### config.mk
export PLATFORM = sky130hd
export DESIGN_NAME = pcie_pll_seq
export DESIGN_NICKNAME = d
export VERILOG_FILES = /design/src/rtl/pcie_pll_seq_pkg.sv /design/src/rtl/pll_lock_sync.sv /design/src/rtl/pll_wait_timer.sv /design/src/rtl/pcie_pll_seq.sv
export SDC_FILE = /design/constraint.sdc
export NUM_CORES = 1
export LEC_CHECK = 0
export CAP_MARGIN = 5
export CORE_MARGIN = 1.5
export CORE_UTILIZATION = 30
export CTS_CLUSTER_DIAMETER = 150
export DETAILED_ROUTE_END_ITERATION = 10
export PLACE_DENSITY = 0.45
export RECOVER_POWER = 50
export SLEW_MARGIN = 20
export SYNTH_ARGS = -nofsm -noshare
export SYNTH_HDL_FRONTEND = slang
export SYNTH_SLANG_ARGS = --single-unit
export TNS_END_PERCENT = 30
### constraint.sdc
create_clock -name clk -period 5.69 [get_ports clk]
set_input_delay 1.707 -clock clk [delete_from_list [all_inputs] [get_ports clk]]
set_output_delay 1.707 -clock clk [all_outputs]
set_load 0.05 [all_outputs]
### src/rtl/pcie_pll_seq_pkg.sv
package pcie_pll_seq_pkg;

    typedef enum logic [2:0] {
        ST_IDLE,
        ST_W_SEL,
        ST_W_CLK,
        ST_W_REL,
        ST_POLL,
        ST_POLL_WAIT,
        ST_W_OFF
    } seq_state_e;

    localparam int unsigned CLK_EN_W = 3;

endpackage

### src/rtl/pll_lock_sync.sv
module pll_lock_sync #(
    parameter int unsigned STAGES = 2
) (
    input  logic clk,
    input  logic rst_n,
    input  logic d_i,
    output logic q_o
);
    logic [STAGES-1:0] ff_q;

    for (genvar i = 0; i < STAGES; i++) begin : g_stage
        if (i == 0) begin : g_first
            always_ff @(posedge clk or negedge rst_n) begin
                if (!rst_n) ff_q[0] <= 1'b0;
                else        ff_q[0] <= d_i;
            end
        end else begin : g_next
            always_ff @(posedge clk or negedge rst_n) begin
                if (!rst_n) ff_q[i] <= 1'b0;
                else        ff_q[i] <= ff_q[i-1];
            end
        end
    end

    assign q_o = ff_q[STAGES-1];
endmodule

### src/rtl/pll_wait_timer.sv
module pll_wait_timer #(
    parameter int unsigned TW = 8
) (
    input  logic          clk,
    input  logic          rst_n,
    input  logic          load_i,
    input  logic [TW-1:0] val_i,
    output logic          expired_o
);
    logic [TW-1:0] cnt_d, cnt_q;

    always_comb begin
        cnt_d = cnt_q;
        if (load_i)              cnt_d = val_i;
        else if (cnt_q != '0)    cnt_d = cnt_q - 1'b1;
    end

    always_ff @(posedge clk or negedge rst_n) begin
        if (!rst_n) cnt_q <= '0;
        else        cnt_q <= cnt_d;
    end

    assign expired_o = (cnt_q == '0);

    // a reload is the only way the count can grow
    a_r5_timer_monotonic: assert property (@(posedge clk) disable iff (!rst_n)
        !load_i |=> cnt_q <= $past(cnt_q));
endmodule

### src/rtl/pcie_pll_seq.sv
module pcie_pll_seq
    import pcie_pll_seq_pkg::*;
#(
    parameter int unsigned       STEP_WAIT = 10000,
    parameter int unsigned       POLL_GAP  = 1000,
    parameter int unsigned       POLL_MAX  = 100,
    parameter int unsigned       SEL_W     = 4,
    parameter logic [SEL_W-1:0]  SEL_RST   = '1
) (
    input  logic                clk,
    input  logic                rst_n,
    input  logic                start_i,
    input  logic                stop_i,
    input  logic                lock_i,
    output logic [SEL_W-1:0]    refclk_sel_o,
    output logic [CLK_EN_W-1:0] clk_en_o,
    output logic                pll_rel_o,
    output logic                busy_o,
    output logic                done_o,
    output logic                timeout_o
);
    localparam int unsigned TMAX        = (STEP_WAIT > POLL_GAP) ? STEP_WAIT : POLL_GAP;
    localparam int unsigned TW          = $clog2(TMAX + 1);
    localparam int unsigned PW          = $clog2(POLL_MAX + 1);
    localparam int unsigned SYNC_STAGES = 2;

    typedef struct packed {
        seq_state_e          st;
        logic [SEL_W-1:0]    sel;
        logic [CLK_EN_W-1:0] en;
        logic                rel;
        logic                done;
        logic                tmo;
        logic [PW-1:0]       polls;
    } seq_regs_t;

    seq_regs_t     r_d, r_q;
    logic          lock_s;
    logic          tmr_load;
    logic [TW-1:0] tmr_val;
    logic          tmr_expired;

    pll_lock_sync #(.STAGES(SYNC_STAGES)) u_sync (
        .clk   (clk),
        .rst_n (rst_n),
        .d_i   (lock_i),
        .q_o   (lock_s)
    );

    pll_wait_timer #(.TW(TW)) u_timer (
        .clk       (clk),
        .rst_n     (rst_n),
        .load_i    (tmr_load),
        .val_i     (tmr_val),
        .expired_o (tmr_expired)
    );

    always_comb begin
        r_d      = r_q;
        r_d.done = 1'b0;
        r_d.tmo  = 1'b0;
        tmr_load = 1'b0;
        tmr_val  = '0;
        unique case (r_q.st)
            ST_IDLE: begin
                if (start_i) begin
                    r_d.sel  = '0;
                    r_d.st   = ST_W_SEL;
                    tmr_load = 1'b1;
                    tmr_val  = TW'(STEP_WAIT - 1);
                end else if (stop_i) begin
                    r_d.rel  = 1'b0;
                    r_d.st   = ST_W_OFF;
                    tmr_load = 1'b1;
                    tmr_val  = TW'(STEP_WAIT - 1);
                end
            end
            ST_W_SEL: begin
                if (tmr_expired) begin
                    r_d.en   = '1;
                    r_d.st   = ST_W_CLK;
                    tmr_load = 1'b1;
                    tmr_val  = TW'(STEP_WAIT - 1);
                end
            end
            ST_W_CLK: begin
                if (tmr_expired) begin
                    r_d.rel  = 1'b1;
                    r_d.st   = ST_W_REL;
                    tmr_load = 1'b1;
                    tmr_val  = TW'(STEP_WAIT - 1);
                end
            end
            ST_W_REL: begin
                if (tmr_expired) begin
                    r_d.polls = '0;
                    r_d.st    = ST_POLL;
                end
            end
            ST_POLL: begin
                if (lock_s) begin
                    r_d.done = 1'b1;
                    r_d.st   = ST_IDLE;
                end else if (r_q.polls == PW'(POLL_MAX - 1)) begin
                    r_d.tmo  = 1'b1;
                    r_d.st   = ST_IDLE;
                end else begin
                    r_d.polls = r_q.polls + 1'b1;
                    r_d.st    = ST_POLL_WAIT;
                    tmr_load  = 1'b1;
                    tmr_val   = TW'(POLL_GAP - 1);
                end
            end
            ST_POLL_WAIT: begin
                if (tmr_expired) r_d.st = ST_POLL;
            end
            ST_W_OFF: begin
                if (tmr_expired) begin
                    r_d.done = 1'b1;
                    r_d.st   = ST_IDLE;
                end
            end
            default: r_d.st = ST_IDLE;
        endcase
    end

    always_ff @(posedge clk or negedge rst_n) begin
        if (!rst_n) begin
            r_q.st    <= ST_IDLE;
            r_q.sel   <= SEL_RST;
            r_q.en    <= '0;
            r_q.rel   <= 1'b0;
            r_q.done  <= 1'b0;
            r_q.tmo   <= 1'b0;
            r_q.polls <= '0;
        end else begin
            r_q <= r_d;
        end
    end

    assign refclk_sel_o = r_q.sel;
    assign clk_en_o     = r_q.en;
    assign pll_rel_o    = r_q.rel;
    assign busy_o       = (r_q.st != ST_IDLE);
    assign done_o       = r_q.done;
    assign timeout_o    = r_q.tmo;

    // result pulses are exclusive and only seen in idle
    a_r8_pulse_excl: assert property (@(posedge clk) disable iff (!rst_n)
        !(done_o && timeout_o) && !((done_o || timeout_o) && busy_o));

    // clock enables change only when leaving the select-clear wait
    a_r3_en_step: assert property (@(posedge clk) disable iff (!rst_n)
        (clk_en_o != $past(clk_en_o)) |-> $past(r_q.st == ST_W_SEL && tmr_expired));

    // reset release only follows enabled clocks
    a_r4_rel_order: assert property (@(posedge clk) disable iff (!rst_n)
        $rose(pll_rel_o) |-> (clk_en_o == '1));

    // success from polling needs a synchronized lock on the deciding edge
    a_r5_done_locked: assert property (@(posedge clk) disable iff (!rst_n)
        (done_o && $past(r_q.st == ST_POLL)) |-> $past(lock_s));

    // synchronized lock lags the pin by two edges
    a_r6_sync_delay: assert property (@(posedge clk) disable iff (!rst_n)
        lock_s |-> $past(lock_i, 2));

    // poll counter stays inside its bound
    a_r7_poll_bound: assert property (@(posedge clk) disable iff (!rst_n)
        r_q.polls < PW'(POLL_MAX));

    // requests while busy leave the select field alone
    a_r11_busy_sel: assert property (@(posedge clk) disable iff (!rst_n)
        busy_o |=> $stable(refclk_sel_o));
endmodule

### Word-level counts from Yosys, hierarchy flattened

Cells that the tools add are included.

* bits in registers: 34
* latch bits: 0
* memory bits (writable): 0
* memory bits (read-only): 0
* input bits: 5
* output and inout bits: 11
* word-level logic and storage cells: 78
* memories kept: 0

* add/subtract/negate cells: 2
* multipliers: 0
* div/mod/pow operators: 0
* $lt $le $gt $ge: 0
* equality and inequality tests: 17
* shift-type cells: 0
* muxes and demuxes: 35
* bitwise logic cells: 0
* reductions and logical operators: 14

Operator list (count)
* 2-to-1 mux 14 bit: 5
* one-hot mux 14 bit (3 select lines): 1
* 2-to-1 mux 3 bit: 8
* 2-to-1 mux 10 bit: 2
* one-hot mux 3 bit (6 select lines): 1
* != test 2 bit, second input constant: 8
* logical NOT 14 bit: 1
* 2-to-1 mux 7 bit: 2
* one-hot mux 7 bit (2 select lines): 1
* nonzero test 14 bit: 1
* subtractor 14 x 1 -> 14 bit, second input constant: 1
* 2-to-1 mux 1 bit: 11
* equality test 3 bit, second input constant: 3
* 2-to-1 mux 8 bit: 1
* AND reduction 4 bit: 2
* adder 7 x 1 -> 7 bit, second input constant: 1
* equality test 7 bit, second input constant: 1
* equality test 3 x 2 -> 1 bit, second input constant: 2
* nonzero test 2 bit: 3
* AND reduction 5 bit: 1
* one-hot mux 1 bit (2 select lines): 2
* AND reduction 2 bit: 2
* OR reduction 2 bit: 2
* equality test 3 x 1 -> 1 bit, second input constant: 1
* 5 further kinds: 5

### Logic depth before layout (Yosys ltp)

* word-level depth: 5
* mapped depth: 7
* depth with buffers taken out: 6

### By module

From an unflattened synthesis, not the netlist that was laid out.

* cell total of the unflattened synthesis: 180
* area total of the unflattened synthesis: 1805.5 um2

By module, submodules not included
* pcie_pll_seq: instances 1, cells each 101, area an instance 929.6 um2, seq. area each 376.6 um2
* pll_wait_timer: instances 1, cells each 77, area an instance 825.8 um2, seq. area each 350.3 um2
* pll_lock_sync: instances 1, cells each 2, area an instance 50.0 um2, seq. area each 50.0 um2

### Least setup slack after synthesis

OpenSTA, ideal clock, no wires.

* path type: register -> output
* start point: reg r_q[18] in the netlist's numbering
* end point: out busy_o
* data arrival time: 1.082 ns
* data required time: 3.983 ns
* setup slack: 2.901 ns
* cell stages (with the launch flop): 4
* path through: dfrtp_1 > clkbuf_1 > nor3_1 > inv_1

* longest elaborated chain between the ends: 1

Ends and longest elaborated chain
* start, declared: line pcie_pll_seq.sv:37 `seq_regs_t r_d, r_q;`
* start signal, assigned: line pcie_pll_seq.sv:137 `r_q <= r_d;`
* nonzero test 3 bit: line pcie_pll_seq.sv:144 `assign busy_o = (r_q.st != ST_IDLE);`
* end, declared: line pcie_pll_seq.sv:18 `output logic busy_o,`

Every way passes these cells.

### Worst setup path after layout

Ends and elaborated chain as after synthesis.

==> key figures <==
Job
  • Number of max-cap violations: 1

Critical path
  • CP startpoint kind: flop
  • Logic depth of the worst register-to-register path: 6
  • Reg2reg end: r_q[2]
  • CP Capture Type: output pin
  • Flop2flop setup slack: between 2 and 3 ns
  • Crit path largest cell delay: roughly 0.70 ns
  • Kind of critical path: reg2out
  • Slowest library cell on the worst path: clkdlybuf4s50_1
  • Kind of cell adding the most delay to the critical path: buffers and inverters
  • Critical path buffers and inverters: 2
  • Reg2reg start: u_timer.cnt_q[0]
  • Arrival @ worst endpoint: about 1.9 ns
  • Worst-path fanout max: 13
  • WP data required: around 4.0 ns
  • Critical-path cell list: nor3_1 > inv_1 > clkdlybuf4s50_1

Final layout
  • Share of layout cells above drive strength 1: 9.78%
  • Nets: 190
  • Finished layout cell area: 1940 um^2
  • Layout Area Growth over Synthesis: 17.0%
  • Layout Utilization: ~37%
  • Layout fillers: approximately 540
  • # diodes: 0

Synth
  • Post-synth ARST share: between 90% and 100%
  • Synth Area per Inst: between 9 and 10 um^2
  • Post-Syn Instances: 173
  • Count of state elements after synthesis: 31
  • Library cell with the largest summed area after synthesis: dfrtp_1
  • Number of distinct library cells after synthesis: 48
  • Post-Syn Nets: 180
  • Most instantiated flip-flop cell in the synthesis netlist: dfrtp_1
  • Netlist Area Pre-Place: 1660 um^2
  • Commonest cells in the netlist: dfrtp_1, o21ai_0, nand2_1, inv_1, nor2_1
  • Area contributors post-synth: dfrtp_1, o21ai_0, xnor2_1
  • Number of enable-type register cells in the synthesized netlist: 0
  • Area share of the leading cell type in the synthesized netlist: 45.2%
  • Sequential share of the synthesized area: 46.8%
  • Library cell with the highest instance count after synthesis: dfrtp_1
  • Ys Warns: 0

Routing
  • Vias per inst: 5.07
  • Total DRC errors in the routed layout: 0
  • Final routed wire length divided by cell count: around 14 um
  • Routed wire length: between 3 and 4 mm
  • Via count: roughly 1.3k
  • Remaining number of nets flagged by the antenna check after routing: 0
  • Total iterations of the first detailed-routing run: 4
  • Number of DRC markers after the initial detailed-route iteration: 38

Power and ir drop
  • Sequential power share: 46.2%
  • Total power draw: about 0.72 mW
  • VDD IR max: 227 uV
  • Power dissipated by switching net loads: around 0.23 mW
  • LEAKAGE: 0.778 nW
  • Internal Pwr Total: between 0.4 and 0.5 mW
  • Clock network fraction of total power: between 30% and 40%
  • Proportion of total power due to net switching: about a third
  • P per Cell Area: between 300 and 400 nW/um^2
  • Comb power frac: roughly 23%

Clocking
  • Post-cts gate resize count: 0
  • Cell at the root of the clock tree: clkbuf_8
  • Count of buffers added by post-CTS timing repair for setup: 0
  • Total clock buffers created by CTS: 5
  • Clock tree from TritonCTS: done
  • Max clock buf depth: 2
  • Worst-Skew Late Latency: between 0.2 and 0.3 ns
  • Sinks on Clock Net: 31
  • Max H-tree Level: 2
  • Number of hold buffers added after cts: 0
  • Clock-pin slew on the worst setup and hold paths: approximately 0.070 ns

Floorplan
  • Die boundary width: approximately 77 um
  • Core region area: 5200 um^2
  • Number of top-level pins: 16
  • Die outline area: between 5000 and 6000 um^2
  • Height of the die: between 70 and 80 um
  • Initial standard-cell utilization of the core: between 30% and 40%
  • Row cnt: 26

STA
  • Final Slew Violations: 32
  • Number of endpoints failing setup at the final stage: 0
  • Tightest Pin Transition: between 1.5 and 2 ns
  • Fraction of the cycle the final worst path needs: between 60% and 70%
  • Achievable clock frequency: about 280 MHz
  • Slew headroom: -16.4%
  • Clock period minus worst slack: 3.61 ns
  • Total Neg Setup Slack: 0 ns
  • Unrepaired setup endpoints after global routing: false
  • Clock tree skew after final layout: 0.00773 ns
  • Final Hold Fails: 0

GRT
  • Combined global-route utilization of all metal layers: about an eighth
  • Number of global-route vias before repair: around 1.3k
  • Global-route wire length before repair: 5.82 mm
  • Antenna violations before repair: 0
  • Largest net degree at the start of global routing: 32
  • Remaining global-route overflow: 0

Outcome
  • Failing checks: max-capacitance violations, max-slew violations
  • Run status: finished, violations left

Placed design
  • Port-buffer cells: 15
  • DP HPWL: approximately 2.5 mm
  • Placed cell areas: roughly 1800 um^2
  • GPL Wtd Cong: approximately 0.85

Min path
  • Origin of the worst min-delay path: u_sync.ff_q[0]
  • Hold/Removal Path Class: reg2reg
  • WHS Path Cells: 0
  • Sink of the worst hold path: u_sync.q_o
-- how the worst max path moves through the flow --
stage                  endpoint  startpoint  cells past startpoint  slack [ns]
4_1_cts                  busy_o     r_q[18]                      3        2.07
3_3_place_gp   u_timer.cnt_q[8]     start_i                      4        2.42
5_1_grt        u_timer.cnt_q[8]       rst_n                      2        1.88
6_report                 busy_o     r_q[18]                      3        2.08
2_1_floorplan            busy_o     r_q[18]                      3        2.90
3_5_place_dp   u_timer.cnt_q[8]     start_i                      4        2.36
-- stage by stage --
stage,std cells,setup WS (ns),hold WS (ns)
5_1_grt,254,1.88,0.366
3_5_place_dp,246,2.36,0.340
4_1_cts,254,2.07,0.355
2_1_floorplan,173,2.90,0.331
6_report,254,2.08,0.355
3_3_place_gp,246,2.42,0.340
-- layer usage --
metal / vias to the layer above / global-route usage, % / wire [um]
met4: 0 / 5.64 / 76
met3: 8 / 3.88 / 115
li1: 642 / - / -
met1: 618 / 15.3 / 1660
met5: - / 0 / 0
met2: 20 / 20.3 / 1630
-- area by class of cell --
type,count,area [um^2],share of cell area (%)
Clock buffer,6,82.6,4.25
Clock inverter,2,35.0,1.80
Inverter,10,37.5,1.93
Multi-Input combinational cell,119,769,39.6
Sequential cell,31,777,40.0
Tap cell,70,87.6,4.51
Timing Repair Buffer,16,154,7.92
-- power by group through the flow --
stage	Combinational, mW	Sequential [mW]	Clock [mW]
after floorplan	0.136	0.319	0
after detailed placement	0.166	0.337	0
final	0.164	0.334	0.227
after global routing	0.188	0.341	0.249
after CTS	0.168	0.333	0.234
after global placement	0.160	0.334	0
-- layout by cell type (no fill, tap or decap), drive strengths merged, types with 2 or more instances in the layout --
cell type      instances
a211oi                 2
or3                    3
a21oi                  7
nand4                  3
nor3                   4
dfrtp                 30
xnor2                  8
o21a                   2
clkbuf                 7
ha                     2
o22ai                  2
clkdlybuf4s50         12
o21ai                 16
and3                   3
dlygate4sd3            3
mux2i                  2
or4                    6
nand3                  5
o211ai                 3
nor2b                  4
nand2b                 2
inv                   10
nor4                   5
o31ai                  2
nor2                  10
nand2                 11
-- logic make-up (layout without fill, tap and decap cells) --
group / Yosys count / count (layout) / share of synthesized area, %
AND/OR/NAND/NOR: 63 / 63 / 22.1
AO/OA/AOI/OAI: 44 / 44 / 17.3
flip-flops: 31 / 31 / 46.8
buffers and inverters: 23 / 34 / 6.86
XOR/XNOR: 8 / 8 / 4.22
adder cells (fa/ha/maj): 2 / 2 / 1.51
multiplexers: 2 / 2 / 1.21
-- sequential cells by signal, summed over array words and instances (netlist names) --
signal / count
u_timer.cnt_q: 14
timeout_o: 1
refclk_sel_o: 1
clk_en_o: 1
r_q: 10
pll_rel_o: 1
done_o: 1
u_sync.q_o: 1
u_sync.ff_q: 1
Power figures use the tool's default switching activity.
